### config.mk
export PLATFORM = sky130hd
export DESIGN_NAME = gpio_ctrl
export DESIGN_NICKNAME = d
export VERILOG_FILES = /design/src/rtl/gpio_pkg.sv /design/src/rtl/gpio_sync.sv /design/src/rtl/gpio_irq_src.sv /design/src/rtl/gpio_ctrl.sv
export SDC_FILE = /design/constraint.sdc
export NUM_CORES = 1
export LEC_CHECK = 0
export BUFFER_PORTS_ARGS = -buffer_cell sky130_fd_sc_hd__buf_2
export CAP_MARGIN = 5
export CORE_UTILIZATION = 44
export CTS_CLUSTER_DIAMETER = 100
export DETAILED_ROUTE_END_ITERATION = 6
export SLEW_MARGIN = 20
export SYNTH_ARGS = -nofsm -noshare
export SYNTH_HDL_FRONTEND = slang
export SYNTH_SLANG_ARGS = --single-unit
### constraint.sdc
create_clock -name clk -period 5.2 [get_ports clk]
set_input_delay 0.52 -clock clk [delete_from_list [all_inputs] [get_ports clk]]
set_output_delay 0.52 -clock clk [all_outputs]
set_load 0.01 [all_outputs]
### src/rtl/gpio_pkg.sv
package gpio_pkg;
  localparam int ADDR_W = 8;

  localparam logic [ADDR_W-1:0] OFF_PIN_IN    = 8'h00;
  localparam logic [ADDR_W-1:0] OFF_OUT_VAL   = 8'h04;
  localparam logic [ADDR_W-1:0] OFF_OUT_EN    = 8'h08;
  localparam logic [ADDR_W-1:0] OFF_LVL_POL   = 8'h0C;
  localparam logic [ADDR_W-1:0] OFF_LVL_EN    = 8'h10;
  localparam logic [ADDR_W-1:0] OFF_EDGE_SEL  = 8'h14;
  localparam logic [ADDR_W-1:0] OFF_EDGE_FLAG = 8'h18;
  localparam logic [ADDR_W-1:0] OFF_EDGE_EN   = 8'h1C;
  localparam logic [ADDR_W-1:0] OFF_SUM_STAT  = 8'h20;
  localparam logic [ADDR_W-1:0] OFF_SUM_MASK  = 8'h24;

  localparam int SUMMARY_BIT = 0;
endpackage

### src/rtl/gpio_sync.sv
module gpio_sync #(
  parameter int W      = 32,
  parameter int STAGES = 2
) (
  input  logic         clk,
  input  logic         rst_n,
  input  logic [W-1:0] din,
  output logic [W-1:0] dout
);
  logic [W-1:0] stg [STAGES];

  for (genvar s = 0; s < STAGES; s++) begin : g_stage
    if (s == 0) begin : g_first
      always_ff @(posedge clk or negedge rst_n) begin
        if (!rst_n) stg[0] <= '0;
        else        stg[0] <= din;
      end
    end else begin : g_next
      always_ff @(posedge clk or negedge rst_n) begin
        if (!rst_n) stg[s] <= '0;
        else        stg[s] <= stg[s-1];
      end
    end
  end

  assign dout = stg[STAGES-1];
endmodule

### src/rtl/gpio_irq_src.sv
module gpio_irq_src #(
  parameter int W = 32
) (
  input  logic         clk,
  input  logic         rst_n,
  input  logic [W-1:0] pin_sync,
  input  logic [W-1:0] lvl_pol,
  input  logic [W-1:0] lvl_en,
  input  logic [W-1:0] edge_sel,
  input  logic [W-1:0] edge_en,
  input  logic [W-1:0] flag_clr,
  output logic [W-1:0] flags,
  output logic [W-1:0] det,
  output logic [W-1:0] pend
);
  logic [W-1:0] prev_q;
  logic [W-1:0] rise, fall;

  always_ff @(posedge clk or negedge rst_n) begin
    if (!rst_n) prev_q <= '0;
    else        prev_q <= pin_sync;
  end

  assign rise = pin_sync & ~prev_q;
  assign fall = ~pin_sync & prev_q;
  assign det  = (rise & ~edge_sel) | (fall & edge_sel);

  // a fresh edge survives a same-cycle clear
  always_ff @(posedge clk or negedge rst_n) begin
    if (!rst_n) flags <= '0;
    else        flags <= (flags & ~flag_clr) | det;
  end

  assign pend = ((pin_sync ^ lvl_pol) & lvl_en) | (flags & edge_en);
endmodule

### src/rtl/gpio_ctrl.sv
module gpio_ctrl
  import gpio_pkg::*;
#(
  parameter int PINS        = 32,
  parameter int BUS_W       = 32,
  parameter int SYNC_STAGES = 2
) (
  input  logic                clk,
  input  logic                rst_n,
  input  logic                bus_en,
  input  logic                bus_we,
  input  logic [ADDR_W-1:0]   bus_addr,
  input  logic [BUS_W-1:0]    bus_wdata,
  output logic [BUS_W-1:0]    bus_rdata,
  output logic                bus_rvalid,
  input  logic [PINS-1:0]     pad_in,
  output logic [PINS-1:0]     pad_out,
  output logic [PINS-1:0]     pad_oe,
  output logic                irq_o
);
  logic [PINS-1:0] out_val_q, out_en_q, lvl_pol_q, lvl_en_q, edge_sel_q, edge_en_q;
  logic            sum_mask_q;
  logic [PINS-1:0] pin_sync, edge_flags, det_vec, pend_vec, clr_vec;
  logic            any_pend;
  logic            wr_req, rd_req;
  logic [PINS-1:0] wval;
  logic [BUS_W-1:0] rd_word;

  assign wr_req = bus_en & bus_we;
  assign rd_req = bus_en & ~bus_we;
  assign wval   = bus_wdata[PINS-1:0];

  gpio_sync #(.W(PINS), .STAGES(SYNC_STAGES)) u_sync (
    .clk  (clk),
    .rst_n(rst_n),
    .din  (pad_in),
    .dout (pin_sync)
  );

  assign clr_vec = (wr_req && bus_addr == OFF_EDGE_FLAG) ? wval : '0;

  gpio_irq_src #(.W(PINS)) u_src (
    .clk     (clk),
    .rst_n   (rst_n),
    .pin_sync(pin_sync),
    .lvl_pol (lvl_pol_q),
    .lvl_en  (lvl_en_q),
    .edge_sel(edge_sel_q),
    .edge_en (edge_en_q),
    .flag_clr(clr_vec),
    .flags   (edge_flags),
    .det     (det_vec),
    .pend    (pend_vec)
  );

  assign any_pend = |pend_vec;

  always_ff @(posedge clk or negedge rst_n) begin
    if (!rst_n) begin
      out_val_q  <= '0;
      out_en_q   <= '0;
      lvl_pol_q  <= '0;
      lvl_en_q   <= '0;
      edge_sel_q <= '0;
      edge_en_q  <= '0;
      sum_mask_q <= 1'b0;
    end else if (wr_req) begin
      case (bus_addr)
        OFF_OUT_VAL:  out_val_q  <= wval;
        OFF_OUT_EN:   out_en_q   <= wval;
        OFF_LVL_POL:  lvl_pol_q  <= wval;
        OFF_LVL_EN:   lvl_en_q   <= wval;
        OFF_EDGE_SEL: edge_sel_q <= wval;
        OFF_EDGE_EN:  edge_en_q  <= wval;
        OFF_SUM_MASK: sum_mask_q <= bus_wdata[SUMMARY_BIT];
        default: ;
      endcase
    end
  end

  always_comb begin
    rd_word = '0;
    case (bus_addr)
      OFF_PIN_IN:    rd_word[PINS-1:0] = pin_sync;
      OFF_OUT_VAL:   rd_word[PINS-1:0] = out_val_q;
      OFF_OUT_EN:    rd_word[PINS-1:0] = out_en_q;
      OFF_LVL_POL:   rd_word[PINS-1:0] = lvl_pol_q;
      OFF_LVL_EN:    rd_word[PINS-1:0] = lvl_en_q;
      OFF_EDGE_SEL:  rd_word[PINS-1:0] = edge_sel_q;
      OFF_EDGE_FLAG: rd_word[PINS-1:0] = edge_flags;
      OFF_EDGE_EN:   rd_word[PINS-1:0] = edge_en_q;
      OFF_SUM_STAT:  rd_word[SUMMARY_BIT] = any_pend;
      OFF_SUM_MASK:  rd_word[SUMMARY_BIT] = sum_mask_q;
      default: ;
    endcase
  end

  always_ff @(posedge clk or negedge rst_n) begin
    if (!rst_n) begin
      bus_rdata  <= '0;
      bus_rvalid <= 1'b0;
      irq_o      <= 1'b0;
    end else begin
      bus_rvalid <= rd_req;
      if (rd_req) bus_rdata <= rd_word;
      irq_o <= any_pend & sum_mask_q;
    end
  end

  assign pad_oe  = out_en_q;
  assign pad_out = out_val_q & out_en_q;
endmodule

# After elaboration in Yosys (flattened, before gate mapping)

Cells that the tools add are included.

Input port bits: 76
Logic and storage cells: 56
Register bits after elaboration: 355

Reductions and logical operators: 10
Bitwise gates (word level): 20
Muxes and demuxes: 3
Equality and inequality tests: 9

Operator list:

| kind                 | number |
|---|---|
| $and A32 B32 Y32     | 8 |
| $pmux W31 S8         | 1 |
| $not A32 Y32         | 4 |
| $or A32 B32 Y32      | 3 |
| $eq A8 B5 Y1 const B | 4 |
| $mux W32             | 1 |
| $reduce_or A32 Y1    | 1 |
| $xor A32 B32 Y32     | 1 |
| $eq A8 B4 Y1 const B | 2 |
| $eq A8 B6 Y1 const B | 2 |
| $reduce_and A2 Y1    | 7 |
| $pmux W1 S10         | 1 |
| $eq A8 B3 Y1 const B | 1 |
| $logic_not A8 Y1     | 1 |
| $and A1 B1 Y1        | 3 |
| $logic_and A1 B1 Y1  | 1 |
| $not A1 Y1           | 1 |

# Depth between registers and ports, before layout

Word-level depth: 6
Depth in mapped cells: 9

# Modules after synthesis

From an unflattened synthesis, not the netlist that was laid out.

Cells, all modules: 1266
Area total of the unflattened synthesis: 16239.3 um2

Modules (own cells, without submodules):

| module       | area an instance (um2) | cells each | instances |
|---|---|---|---|
| gpio_ctrl    | 11234.5                | 882        | 1 |
| gpio_irq_src | 3163.0                 | 288        | 1 |
| gpio_sync    | 1841.8                 | 96         | 1 |

# Least setup slack after synthesis

OpenSTA, ideal clock, no wires.

Path type: input port to flip-flop
Start: in bus_addr[5]
End: reg lvl_pol_q[10]
Data required time: 5075 ps
Stages on the path: 8
Data arrival time: 2161 ps
Slack: 2914 ps
Cells stage by stage: buf_2 > nor4_4 > and2_1 > buf_4 > nor2b_1 > clkbuf_1 > buf_4 > mux2_2

Cells in the longest elaborated chain, start to end: 2

Ends and longest elaborated chain:

| what                               | RTL line        | source |
|---|---|---|
| from (decl)                        | gpio_ctrl.sv:12 | `input logic [ADDR_W-1:0] bus_addr,` |
| $eq A8 B4 Y1                       | gpio_ctrl.sv:68 | `case (bus_addr)` |
| $reduce_and A2 Y1 (no source line) | n/a             |  |
| to (signal assigned)               | gpio_ctrl.sv:71 | `OFF_LVL_POL: lvl_pol_q <= wval;` |
| to (decl)                          | gpio_ctrl.sv:21 | `logic [PINS-1:0] out_val_q, out_en_q, lvl_pol_q, lvl_en_q, edge_sel_q, edge_en_q;` |

Every way passes these cells.
A chain may end at the register's enable or synchronous reset.

# Worst setup path after layout

Start: in bus_addr[4]
End: reg edge_en_q[14]

Cells in the longest elaborated chain, start to end: 2

Ends and longest elaborated chain:

| what                               | RTL line        | source |
|---|---|---|
| $eq A8 B5 Y1                       | gpio_ctrl.sv:68 |  |
| $reduce_and A2 Y1 (no source line) | n/a             |  |
| to (signal assigned)               | gpio_ctrl.sv:74 | `OFF_EDGE_EN: edge_en_q <= wval;` |
| to (decl)                          | gpio_ctrl.sv:21 |  |

Every way passes these cells.

==> summary.md <==
| Metric | Value |
|---|---|
| Largest net degree at the start of global routing | 132 |
| Slowest stage delay, CP | 800 ps |
| Fillers | 3067 |
| Crit path max-delay cell type | and2_1 |
| Max Clock Freq | 360.6 MHz |
| Share of cells above drive strength 1 | 33.89% |
| Worst Setup Start Kind | primary input |
| Outcome | complete, no violations |
| Dominant cells by area after synthesis | dfrtp_1 (57%), mux2_2 (14%), nand2_1 (3.7%), mux2_4 (2.9%), a22oi_1 (2.6%) |
| Hold Crit Depth | 1 |
| Ant diodes | 0 |
| First-pass GRT wire length | 69640 um |
| Post-DRT Antenna Nets | 0 |
| Placer Congestion | 0.8318 |
| Setup TNS | 0 ps |
| H-tree Lvls | 2 |
| CP cell instances | buf_2 -> nor4b_2 -> and2_1 -> nand4_1 -> buf_4 -> mux2_2 |
| Cell count of the worst reg-to-reg path | 6 |
| Total wire length | 45880 um |
| Most common cell after layout, fill and taps aside | dfrtp_1 |
| Synth Net Count | 1311 |
| Worst setup EP type | flip-flop |
| Core ar. | 34540 um^2 |
| First-pass DRT Iterations | 7 |
| Starting DRT DRC Count | 954 |
| Vias in the first global route | 10740 |
| Slew HR | 33.93% |
| Worst Path Required | 5620 ps |
| Die ar. | 35890 um^2 |
| Commonest cells after routing, fill and taps aside | dfrtp_1 (355), mux2_2 (188), buf_2 (172), nand2_1 (153), nor2_1 (65) |
| Final Setup Violations | 0 |
| Die Y | 189.5 um |
| Clock Tree Buf Depth | 3 |
| Starting Density | 44.76% |
| Final period util | 53.33% |
| Sequential fraction of the synthesis area | 57.46% |
| Worst path arrival time | 3190 ps |
| Yosys warns | 0 |
| Endpoints failing hold | 0 |
| Post-synthesis cell area | 15460 um^2 |
| Final min period | 2773 ps |
| Total power | 0.006028 W |
| Cell Pwr Density | 331.9 nW/um^2 |
| Gate Count Post-Synth | 1235 |
| HP Class | in2reg |
| Input/output buffers | 173 |
| Vias per cell | 5.799 |
| Mean Syn Cell Area | 12.52 um^2 |
| Post-CTS Resized | 0 |
| Clk sinks | 355 |
| Reg clk slew, reported paths | 60 ps |
| Vias after detailed routing | 11010 |
| Hold Slack | 88.00 ps |
| Synthesis-stage register bit count | 355 |
| Die width | 189.5 um |
| Post-route DRC | 0 |
| Worst path top cell family by delay | simple AND/OR/NAND/NOR gates |
| Overall Global Routing Usage | 26.11% |
| Synth top area share | 57.46% |
| Top Ports | 174 |
| Worst Tran Pin Value | 986.5 ps |
| Synth unique cells | 45 |
| Worst-skew pair later-pin latency | 540 ps |
| CTS tree | done |
| Area of the multi-input gates | 6311 um^2 |
| CP Class | in2reg |
| CTS Buf Count | 40 |
| Routed len/inst | 24.17 um |
| Final Skew | 11.13 ps |
| Core Rows | 68 |
| Final #Nets | 1492 |
| Total of max-cap violations | 0 |
| Root Driver | clkbuf_16 |
| Final Max Slew Viols | 0 |
| Crit Path Max Fanout | 32 |
| Crit path buffers/inverters | 2 |
| Crit path depth | 6 |
| Initial antenna violation count | 0 |
| LEAKAGE | 8.847 nW |
| FF+latch area | 8884 um^2 |
| Unrepaired setup endpoints after global routing | no |
| HPWL after detailed placement | 30440 um |
| Peak VDD IR | 0.0002468 V |
| Cell taking the most area after synthesis | dfrtp_1 |
| Overflow after GRT | 0 |
| Area Growth Syn to Fin | 17.46% |
## final timing paths
kind                                start  slack [ps]              end
setup / recovery              bus_addr[4]        2430    edge_en_q[14]
hold / removal                 pad_in[12]          90   u_sync.stg[44]
setup reg to reg            edge_en_q[13]        3010     bus_rdata[0]
hold reg to reg            u_sync.stg[60]         350  u_sync.dout[28]
max in group asynchronous           rst_n        3400  u_src.flags[10]
min in group asynchronous           rst_n         440   u_sync.stg[39]
## metal layers
metal	global-route usage, %	vias up	routed length, um
li1	-	4869	-
met1	37.57	5650	20400
met2	41.07	411	21630
met3	3.818	76	2730
met4	7.320	0	1113
met5	0	-	0
## cell type report
class                      instances  area share (%)
sequential                       355           48.91
clock buffer                      64           6.566
inverter                           1         0.02067
clock inverter                     5          0.4134
multi-input combinational        819           34.75
tap                              455           3.135
timing repair buffer             199           6.200
## cell usage after synthesis (all sizes together)
| master | instances |
|---|---|
| dfrtp | 355 |
| nor4 | 3 |
| inv | 1 |
| nand2b | 3 |
| nor3b | 8 |
| a22oi | 53 |
| buf | 31 |
| o21ai | 15 |
| nand3 | 13 |
| nor2 | 67 |
| and3 | 2 |
| xor2 | 32 |
| nand4 | 8 |
| mux2i | 20 |
| a211oi | 1 |
| nor4b | 2 |
| mux4 | 5 |
| o22ai | 1 |
| mux2 | 219 |
| nand2 | 153 |
| nor3 | 7 |
| o221ai | 7 |
| o211ai | 32 |
| nor2b | 2 |
| and2 | 37 |
| a22o | 40 |
| a31oi | 7 |
| clkbuf | 29 |
| a211o | 1 |
| a221oi | 16 |
| nand3b | 1 |
| a222oi | 7 |
| a21oi | 57 |
## per-stage QoR
step           instance area, um^2  setup WS (ps)  std cells  utilization (%)
2_1_floorplan                15460           2914       1235                -
3_3_place_gp                 16820           1900       1826            48.71
3_5_place_dp                 16860           1928       1827            48.80
4_1_cts                      18120           2477       1896            52.47
5_1_grt                      18160           2321       1898            52.58
6_report                     18160           2427       1898            52.58
## power by group
| group | internal, W | leakage, nW | switching (W) | total, W |
|---|---|---|---|---|
| combinational | 0.000129 | 3.68 | 0.000213 | 0.000342 |
| sequential | 0.00284 | 4.55 | 0.0000780 | 0.00292 |
| clock | 0.00166 | 0.620 | 0.00111 | 0.00276 |
| total | 0.00463 | 8.85 | 0.00140 | 0.00603 |
## repair_timing
item                      CTS  global route
hold buffers                0             1
buffers inserted            0             0
hold endpoints to repair    0            22
## kinds of logic after synthesis
logic type / after synthesis / synth area share (%)
DFF: 355 / 57.46
and+or+nand+nor: 306 / 9.218
muxes: 244 / 18.70
AOI/OAI and AO/OA: 237 / 10.91
buffers and inverters: 61 / 1.902
xor gates and xnor gates: 32 / 1.813
Note: power is estimated with default switching activity, not from simulation.
